===== config.mk =====
export PLATFORM = sky130hd
export DESIGN_NAME = pip_subwrite
export DESIGN_NICKNAME = d
export VERILOG_FILES = /design/src/rtl/pip_wr_pkg.sv /design/src/rtl/pip_slot_tracker.sv /design/src/rtl/pip_line_merge.sv /design/src/rtl/pip_write_port.sv /design/src/rtl/pip_subwrite.sv
export SDC_FILE = /design/constraint.sdc
export NUM_CORES = 2
export LEC_CHECK = 0
export BUFFER_PORTS_ARGS = -buffer_cell sky130_fd_sc_hd__buf_2
export CAP_MARGIN = 20
export CORE_MARGIN = 2
export CORE_UTILIZATION = 40
export DETAILED_ROUTE_END_ITERATION = 8
export GPL_ROUTABILITY_DRIVEN = 1
export HOLD_SLACK_MARGIN = 0.05
export SLEW_MARGIN = 40
export SYNTH_ARGS = -nofsm -noshare
export SYNTH_HDL_FRONTEND = slang
export SYNTH_SLANG_ARGS = --single-unit

===== constraint.sdc =====
create_clock -name clk -period 185.2 [get_ports clk]
set_input_delay 27.78 -clock clk [delete_from_list [all_inputs] [get_ports clk]]
set_output_delay 27.78 -clock clk [all_outputs]
set_load 0.02 [all_outputs]

===== src/rtl/pip_wr_pkg.sv =====
package pip_wr_pkg;

    localparam int SMP_W  = 6;
    localparam int POS_W  = 8;
    localparam int LINE_W = 8;
    localparam int ACC_W  = 9;

    typedef enum logic [1:0] {
        CMP_Y    = 2'd0,
        CMP_R    = 2'd1,
        CMP_B    = 2'd2,
        CMP_NONE = 2'd3
    } comp_e;

    // sample tagged with its place in the picture
    typedef struct packed {
        logic              valid;
        comp_e             comp;
        logic [POS_W-1:0]  pos;
        logic [1:0]        phase;
        logic [LINE_W-1:0] mline;
        logic [SMP_W-1:0]  data;
    } tag_t;

    // one finished vertically merged sample
    typedef struct packed {
        logic              valid;
        comp_e             comp;
        logic [POS_W-1:0]  pos;
        logic [LINE_W-1:0] mline;
        logic [SMP_W-1:0]  data;
    } merged_t;

    function automatic comp_e slot_comp(input logic [2:0] slot);
        if (!slot[0])          return CMP_Y;
        else if (slot == 3'd1) return CMP_R;
        else if (slot == 3'd3) return CMP_B;
        else                   return CMP_NONE;
    endfunction

    function automatic logic [1:0] last_phase(input logic quad);
        return quad ? 2'd3 : 2'd2;
    endfunction

    function automatic logic [1:0] line_weight(input logic coef, input logic quad,
                                               input logic [1:0] phase);
        return (coef && phase != 2'd0 && phase < last_phase(quad)) ? 2'd2 : 2'd1;
    endfunction

    function automatic logic [2:0] merge_div(input logic coef, input logic quad);
        if (coef) return quad ? 3'd6 : 3'd4;
        else      return quad ? 3'd4 : 3'd3;
    endfunction

    function automatic logic [SMP_W-1:0] round_div(input logic [ACC_W-1:0] acc,
                                                   input logic [2:0] d);
        int t;
        t = int'(acc) + int'(d >> 1);
        return SMP_W'(t / int'(d));
    endfunction

    function automatic logic [SMP_W-1:0] fill_value(input comp_e c, input logic blue);
        case (c)
            CMP_Y:   return blue ? 6'd12 : 6'd16;
            CMP_R:   return blue ? 6'd26 : 6'd32;
            default: return blue ? 6'd58 : 6'd32;
        endcase
    endfunction

endpackage


===== src/rtl/pip_slot_tracker.sv =====
module pip_slot_tracker
    import pip_wr_pkg::*;
#(
    parameter int NY     = 192,
    parameter int NC     = 48,
    parameter int MLINES = 96
) (
    input  logic                clk,
    input  logic                rst,
    input  logic                smp_valid,
    input  logic [SMP_W-1:0]    smp_data,
    input  logic                hsync_stb,
    input  logic                vsync_stb,
    input  logic                vsize_quad,
    input  logic                hsize_quad,
    output tag_t                tag_o
);

    localparam int LIM_Y3 = NY;
    localparam int LIM_Y4 = (NY * 3) / 4;
    localparam int LIM_C3 = NC;
    localparam int LIM_C4 = (NC * 3) / 4;

    logic [2:0]        slot_q;
    logic [POS_W-1:0]  pos_y_q, pos_c_q;
    logic [1:0]        phase_q;
    logic [LINE_W-1:0] mline_q;
    tag_t              tag_q;

    comp_e             cur_comp;
    logic [POS_W-1:0]  pos_sel;
    logic              take;

    always_comb begin
        cur_comp = slot_comp(slot_q);
        pos_sel  = pos_y_q;
        take     = 1'b0;
        case (cur_comp)
            CMP_Y: take = pos_y_q < (hsize_quad ? POS_W'(LIM_Y4) : POS_W'(LIM_Y3));
            CMP_R, CMP_B: begin
                pos_sel = pos_c_q;
                take    = pos_c_q < (hsize_quad ? POS_W'(LIM_C4) : POS_W'(LIM_C3));
            end
            default: take = 1'b0;
        endcase
        take = take && smp_valid && (mline_q < LINE_W'(MLINES));
    end

    always_ff @(posedge clk) begin
        if (rst) begin
            slot_q  <= '0;
            pos_y_q <= '0;
            pos_c_q <= '0;
            phase_q <= '0;
            mline_q <= '0;
            tag_q   <= '0;
        end else begin
            tag_q.valid <= 1'b0;
            if (vsync_stb) begin
                slot_q  <= '0;
                pos_y_q <= '0;
                pos_c_q <= '0;
                phase_q <= '0;
                mline_q <= '0;
            end else if (hsync_stb) begin
                slot_q  <= '0;
                pos_y_q <= '0;
                pos_c_q <= '0;
                if (phase_q >= last_phase(vsize_quad)) begin
                    phase_q <= '0;
                    if (mline_q < LINE_W'(MLINES)) mline_q <= mline_q + 1'b1;
                end else begin
                    phase_q <= phase_q + 1'b1;
                end
            end else if (smp_valid) begin
                slot_q <= slot_q + 1'b1;
                if (take) begin
                    tag_q <= '{1'b1, cur_comp, pos_sel, phase_q, mline_q, smp_data};
                    if (cur_comp == CMP_Y) pos_y_q <= pos_y_q + 1'b1;
                    if (cur_comp == CMP_B) pos_c_q <= pos_c_q + 1'b1;
                end
            end
        end
    end

    assign tag_o = tag_q;

    // empty slots never produce a tagged sample
    a_r1_no_empty_slot: assert property (@(posedge clk) disable iff (rst)
        tag_q.valid |-> tag_q.comp != CMP_NONE);

    // positions stay inside the per-line limits
    a_r3_pos_limit: assert property (@(posedge clk) disable iff (rst)
        tag_q.valid |-> (tag_q.comp == CMP_Y ? int'(tag_q.pos) < NY : int'(tag_q.pos) < NC));

    // nothing is tagged past the last stored merged line
    a_r10_line_limit: assert property (@(posedge clk) disable iff (rst)
        tag_q.valid |-> int'(tag_q.mline) < MLINES);

    // a field strobe never passes a sample through
    a_r9_vsync_quiet: assert property (@(posedge clk) disable iff (rst)
        vsync_stb |=> !tag_q.valid);

endmodule


===== src/rtl/pip_line_merge.sv =====
module pip_line_merge
    import pip_wr_pkg::*;
#(
    parameter int NY = 192,
    parameter int NC = 48
) (
    input  logic    clk,
    input  logic    rst,
    input  tag_t    tag_i,
    input  logic    vsize_quad,
    input  logic    coef_sel,
    output merged_t mrg_o
);

    localparam int DEPTH = NY + 2 * NC;
    localparam int IDX_W = $clog2(DEPTH);

    logic [ACC_W-1:0] acc_q [DEPTH];
    merged_t          mrg_q;

    logic [IDX_W-1:0] idx;
    logic [ACC_W-1:0] prod, sum;
    logic             is_last;

    always_comb begin
        case (tag_i.comp)
            CMP_Y:   idx = IDX_W'(tag_i.pos);
            CMP_R:   idx = IDX_W'(NY) + IDX_W'(tag_i.pos);
            default: idx = IDX_W'(NY + NC) + IDX_W'(tag_i.pos);
        endcase
        prod    = ACC_W'(tag_i.data) * ACC_W'(line_weight(coef_sel, vsize_quad, tag_i.phase));
        sum     = (tag_i.phase == 2'd0) ? prod : acc_q[idx] + prod;
        is_last = tag_i.phase >= last_phase(vsize_quad);
    end

    always_ff @(posedge clk) begin
        if (tag_i.valid) acc_q[idx] <= sum;
    end

    always_ff @(posedge clk) begin
        if (rst) begin
            mrg_q <= '0;
        end else begin
            mrg_q.valid <= 1'b0;
            if (tag_i.valid && is_last)
                mrg_q <= '{1'b1, tag_i.comp, tag_i.pos, tag_i.mline,
                           round_div(sum, merge_div(coef_sel, vsize_quad))};
        end
    end

    assign mrg_o = mrg_q;

    // merged output only follows a sample of the last line in a group
    a_r4_emit_on_last: assert property (@(posedge clk) disable iff (rst)
        mrg_q.valid |-> $past(tag_i.valid) && ($past(tag_i.phase) >= last_phase($past(vsize_quad))));

endmodule


===== src/rtl/pip_write_port.sv =====
module pip_write_port
    import pip_wr_pkg::*;
#(
    parameter int NY     = 192,
    parameter int NC     = 48,
    parameter int MLINES = 96,
    parameter int ADDR_W = 15
) (
    input  logic              clk,
    input  logic              rst,
    input  merged_t           mrg_i,
    input  logic              freeze,
    input  logic              fill_en,
    input  logic              fill_blue,
    output logic              wr_en,
    output comp_e             wr_comp,
    output logic [ADDR_W-1:0] wr_addr,
    output logic [SMP_W-1:0]  wr_data
);

    logic              wr_en_q;
    comp_e             comp_q;
    logic [ADDR_W-1:0] addr_q, addr_n;
    logic [SMP_W-1:0]  data_q;

    always_comb begin
        addr_n = ADDR_W'(int'(mrg_i.mline) * ((mrg_i.comp == CMP_Y) ? NY : NC)
                         + int'(mrg_i.pos));
    end

    always_ff @(posedge clk) begin
        if (rst) begin
            wr_en_q <= 1'b0;
            comp_q  <= CMP_Y;
            addr_q  <= '0;
            data_q  <= '0;
        end else begin
            wr_en_q <= mrg_i.valid && !freeze;
            if (mrg_i.valid) begin
                comp_q <= mrg_i.comp;
                addr_q <= addr_n;
                data_q <= fill_en ? fill_value(mrg_i.comp, fill_blue) : mrg_i.data;
            end
        end
    end

    assign wr_en   = wr_en_q;
    assign wr_comp = comp_q;
    assign wr_addr = addr_q;
    assign wr_data = data_q;

    // frozen picture means no write in the following cycle
    a_r7_freeze_blocks: assert property (@(posedge clk) disable iff (rst)
        freeze |=> !wr_en_q);

    // fill mode writes only the selected constant
    a_r8_fill_const: assert property (@(posedge clk) disable iff (rst)
        fill_en |=> (!wr_en_q || data_q == fill_value(comp_q, $past(fill_blue))));

    // addresses stay inside the component's region
    a_r2_addr_range: assert property (@(posedge clk) disable iff (rst)
        wr_en_q |-> int'(addr_q) < ((comp_q == CMP_Y) ? MLINES * NY : MLINES * NC));

endmodule


===== src/rtl/pip_subwrite.sv =====
module pip_subwrite
    import pip_wr_pkg::*;
#(
    parameter int NY     = 192,
    parameter int NC     = 48,
    parameter int MLINES = 96,
    parameter int ADDR_W = $clog2(MLINES * NY)
) (
    input  logic              clk,
    input  logic              rst,
    input  logic              smp_valid,
    input  logic [5:0]        smp_data,
    input  logic              hsync_stb,
    input  logic              vsync_stb,
    input  logic              vsize_quad,
    input  logic              hsize_quad,
    input  logic              coef_sel,
    input  logic              freeze,
    input  logic              fill_en,
    input  logic              fill_blue,
    output logic              wr_en,
    output logic [1:0]        wr_comp,
    output logic [ADDR_W-1:0] wr_addr,
    output logic [5:0]        wr_data
);

    tag_t    tag;
    merged_t mrg;
    comp_e   comp_w;

    pip_slot_tracker #(.NY(NY), .NC(NC), .MLINES(MLINES)) tracker_i (
        .clk        (clk),
        .rst        (rst),
        .smp_valid  (smp_valid),
        .smp_data   (smp_data),
        .hsync_stb  (hsync_stb),
        .vsync_stb  (vsync_stb),
        .vsize_quad (vsize_quad),
        .hsize_quad (hsize_quad),
        .tag_o      (tag)
    );

    pip_line_merge #(.NY(NY), .NC(NC)) merge_i (
        .clk        (clk),
        .rst        (rst),
        .tag_i      (tag),
        .vsize_quad (vsize_quad),
        .coef_sel   (coef_sel),
        .mrg_o      (mrg)
    );

    pip_write_port #(.NY(NY), .NC(NC), .MLINES(MLINES), .ADDR_W(ADDR_W)) wport_i (
        .clk       (clk),
        .rst       (rst),
        .mrg_i     (mrg),
        .freeze    (freeze),
        .fill_en   (fill_en),
        .fill_blue (fill_blue),
        .wr_en     (wr_en),
        .wr_comp   (comp_w),
        .wr_addr   (wr_addr),
        .wr_data   (wr_data)
    );

    assign wr_comp = comp_w;

endmodule


==> summary.md <==
| Metric | Value |
|---|---|
| Run status | `finished, final reports clean` |
| Detailed-route wire length on metal 1 | `143,000 um` |
| Buffer cell driving the clock tree root | `sky130_fd_sc_hd__clkbuf_16` |
| Final number of setup-violating endpoints | `0` |
| Final max-slew violation count | `0` |
| Via density per instance | `5.98` |
| Number of global-route vias before repair | `71,500` |
| Count of cells along the worst register-to-register path | `247` |
| Worst stage delay on the critical path | `720 ps` |
| Total iterations of the first detailed-routing run | `6` |
| Count of different cell masters after synthesis | `167` |
| Worst hold path stage count | `2` |
| Cell types occupying the most area after synthesis | `sky130_fd_sc_hd__edfxtp_1, sky130_fd_sc_hd__mux4_2, sky130_fd_sc_hd__nor2_1, sky130_fd_sc_hd__dfxtp_1, sky130_fd_sc_hd__ha_1` |
| Share of flip-flops with an asynchronous set or reset after synthesis | `0%` |
| Proportion of layout cells with a drive suffix above 1 | `24.3%` |
| Overall die width | `560 um` |
| Later-pin clock latency in the skew report | `910 ps` |
| Boundary Pins | `41` |
| Most used DFF post-synth | `sky130_fd_sc_hd__edfxtp_1` |
| Worst slew slack as a fraction of its limit | `35.0%` |
| Global route overflow | `0` |
| Die footprint | `314,000 um^2` |
| Post-detailed-route count of antenna-violating nets | `0` |
| Post-CTS clock slew at the launch and capture registers of the worst setup and hold paths | `60 ps` |
| Clock tree sinks | `2,697` |
| Worst setup path class | `input port to flop` |
| Total via count in the routed design | `72,700` |
| Count of buffers added by post-CTS timing repair for setup | `0` |
| Initial Util | `40.1%` |
| Register bit total from synthesis | `2,697` |
| Met3 layer wire length in the routed design | `26,200 um` |
| Final period demand of the worst path | `98,090 ps` |
| Fillcell total | `26,700` |
| Setup repair after global routing missed its margin | `false` |
| Cts bufs inserted | `291` |
| DIE HEIGHT | `560 um` |
| Slowest stage cell on the critical path | `sky130_fd_sc_hd__or4_4` |
| Count of buffers from port buffering | `40` |
| Final Cycle Share | `53.0%` |
| Endpoints failing hold | `0` |
| Met2 routed WL | `161,000 um` |
| Routability-driven placement congestion ratio | `0.902` |
| Total Nets Final | `7,998` |
| Warnings, synthesis | `0` |
| Setup TNS | `0 ps` |
| Worst hold-check path type | `flop to flop` |
| Setup crit end kind | `flop` |
| Part of the Yosys area used for sequential elements | `64.6%` |
| Skew final | `111 ps` |
| HPWL Detailed | `221,000 um` |
| Row count | `204` |
| Worst-margin pin slew | `969 ps` |
| Number of antenna violations at the first check in global routing | `14` |
| Topmost layer with routed signal wires | `met5` |
| Yosys top cell by area | `sky130_fd_sc_hd__edfxtp_1` |
| Maximum clock rate | `10.2 MHz` |
| Global-route wire length before repair | `497,000 um` |
| DRC viols | `0` |
| Count of hold buffers inserted by post-cts repair | `0` |
| Total global routing track utilization | `21.2%` |
| Largest net degree at the start of global routing | `197` |
| H-Tree Level Count | `5` |
| Mean post-synth cell area | `16.1 um^2` |
| Total wire length | `340,000 um` |
| Initial DRC Count | `8,289` |
| Clock tree from TritonCTS | `built` |
| Routed wire length per instance | `28.0 um` |
| Summed instance area of the synthesized netlist | `124,000 um^2` |
| Clock buffer depth | `4` |
| Syn Inst Count | `7,679` |
| Critical path data arrival time | `98,850 ps` |
| Area fraction of the dominant cell type after synthesis | `62.9%` |
| Post-synth EDFFs | `2,592` |
| Signed area change from the synthesized netlist to the final layout | `12.5%` |
| Max cap viols | `0` |
| Largest fanout on the critical path | `26` |
| Core Footprint | `308,000 um^2` |
| Count of instances resized after the clock tree is built | `0` |
| Critical Path Source Type | `input port` |
| Required time of the worst setup path | `185,960 ps` |
cell usage after synthesis, types with 22 or more instances:
| master | instances |
|---|---|
| sky130_fd_sc_hd__edfxtp_1 | 2592 |
| sky130_fd_sc_hd__mux4_2 | 760 |
| sky130_fd_sc_hd__nor2_1 | 678 |
| sky130_fd_sc_hd__nand2_1 | 471 |
| sky130_fd_sc_hd__a21oi_1 | 238 |
| sky130_fd_sc_hd__clkbuf_1 | 185 |
| sky130_fd_sc_hd__nand3_1 | 168 |
| sky130_fd_sc_hd__ha_1 | 157 |
| sky130_fd_sc_hd__xnor2_1 | 148 |
| sky130_fd_sc_hd__nor3_1 | 138 |
| sky130_fd_sc_hd__o21ai_0 | 133 |
| sky130_fd_sc_hd__mux2i_1 | 115 |
| sky130_fd_sc_hd__inv_1 | 113 |
| sky130_fd_sc_hd__dfxtp_1 | 105 |
| sky130_fd_sc_hd__buf_1 | 71 |
| sky130_fd_sc_hd__a31oi_1 | 70 |
| sky130_fd_sc_hd__xor2_1 | 66 |
| sky130_fd_sc_hd__a211oi_1 | 64 |
| sky130_fd_sc_hd__and3_1 | 62 |
| sky130_fd_sc_hd__nand4_1 | 61 |
| sky130_fd_sc_hd__and2_1 | 58 |
| sky130_fd_sc_hd__nand2b_1 | 53 |
| sky130_fd_sc_hd__o211ai_1 | 52 |
| sky130_fd_sc_hd__a22oi_1 | 50 |
| sky130_fd_sc_hd__o21a_1 | 49 |
| sky130_fd_sc_hd__or3_1 | 48 |
| sky130_fd_sc_hd__mux2_2 | 44 |
| sky130_fd_sc_hd__nor4_1 | 39 |
| sky130_fd_sc_hd__a21o_1 | 38 |
| sky130_fd_sc_hd__buf_4 | 37 |
| sky130_fd_sc_hd__nor2b_1 | 37 |
| sky130_fd_sc_hd__o21ai_1 | 30 |
| sky130_fd_sc_hd__o31ai_1 | 26 |
| sky130_fd_sc_hd__or2_2 | 26 |
| sky130_fd_sc_hd__and4_1 | 25 |
| sky130_fd_sc_hd__o22ai_1 | 25 |
| sky130_fd_sc_hd__buf_6 | 22 |
| sky130_fd_sc_hd__or4_1 | 22 |
metrics by stage:
step	area [um^2]	utilization, %	instances	setup WS, ps	hold slack, ps
after detailed placement	130000	42.0	11600	86980	421
after global placement	129000	41.7	11600	88590	418
final	139000	45.1	12200	87110	426
after floorplan	124000	-	7700	94750	408
after global routing	139000	45.1	12200	80490	442
after CTS	139000	45.0	12100	87710	429
critical path, delay by kind of cell:
family	cells	cell delay, ps
simple gates	133	34880
compound gates	92	18810
mux	15	5300
fa+ha+maj	31	10160
buf+inv	12	1730
cells by family (layout without fill, tap and decap cells):
logic type	after synthesis	after routing	share of synthesized area, %
buffers and inverters	470	800	1.86
other	1	26	0.00303
DFF	2697	2697	64.6
xor gates and xnor gates	216	216	1.54
muxes	925	925	15.2
AOI/OAI and AO/OA	1122	1122	6.58
and+or+nand+nor	2077	2077	8.41
adders and majority gates	171	171	1.80
layout make-up:
class	instances	area, um^2	share of cell area (%)
antenna	4	10.0	0.00719
clock buffer	347	7660	5.50
clock inverter	164	1550	1.11
inverter	116	457	0.328
multi-input combinational	4533	42800	30.7
sequential	2697	80000	57.4
tap	4120	5150	3.70
timing repair buffer	173	1660	1.19
layout by cell type, fill, tap and decap left out, types with 61 or more instances in the layout:
master	Yosys	final
sky130_fd_sc_hd__nor2_1	678	389
sky130_fd_sc_hd__clkbuf_16	0	298
sky130_fd_sc_hd__inv_1	113	111
sky130_fd_sc_hd__a21oi_1	238	234
sky130_fd_sc_hd__a31oi_1	70	70
sky130_fd_sc_hd__xnor2_1	148	145
sky130_fd_sc_hd__nand4_1	61	61
sky130_fd_sc_hd__dfxtp_1	105	101
sky130_fd_sc_hd__clkinv_1	1	69
sky130_fd_sc_hd__nand2_1	471	450
sky130_fd_sc_hd__buf_4	37	92
sky130_fd_sc_hd__mux2i_1	115	115
sky130_fd_sc_hd__nor3_1	138	135
sky130_fd_sc_hd__ha_1	157	156
sky130_fd_sc_hd__and3_1	62	62
sky130_fd_sc_hd__edfxtp_1	2592	2592
sky130_fd_sc_hd__nand3_1	168	160
sky130_fd_sc_hd__mux4_2	760	760
sky130_fd_sc_hd__nor2_2	7	294
sky130_fd_sc_hd__xor2_1	66	65
sky130_fd_sc_hd__o21ai_0	133	130
routing by layer:
layer / global-route usage, % / up-vias
li1: - / 31300
met1: 29.9 / 38000
met2: 33.6 / 2859
met3: 3.89 / 523
met4: 5.90 / 8
met5: 0 / -
state kept, by name (all words and copies together), names as in the netlist:
register and flops:
tracker_i.slot_q 3, tracker_i.pos_y_q 8, tracker_i.phase_q 2, tracker_i.mline_q 8, wport_i.wr_comp 2, merge_i.acc_q 2592, merge_i.mrg_o 25, wport_i.wr_data 6
tracker_i.tag_o 27, tracker_i.pos_c_q 8, wport_i.wr_en 1, wport_i.wr_addr 15
path summary, 6_finish.rpt:
path                                     startpoint                                 to  slack, ps
setup reg to reg   tracker_i.tag_o[16]$_SDFFE_PP0P_      merge_i.mrg_o[0]$_SDFFE_PP0P_     118570
hold / removal    tracker_i.mline_q[7]$_SDFFE_PP0P_  tracker_i.mline_q[7]$_SDFFE_PP0P_        430
hold reg to reg   tracker_i.mline_q[7]$_SDFFE_PP0P_  tracker_i.mline_q[7]$_SDFFE_PP0P_        430
setup / recovery                         vsize_quad      merge_i.mrg_o[0]$_SDFFE_PP0P_      87110
Power is left out: the tool's default activity adds up to more than one toggle a clock period on the data nets, which glitch-free logic cannot reach.
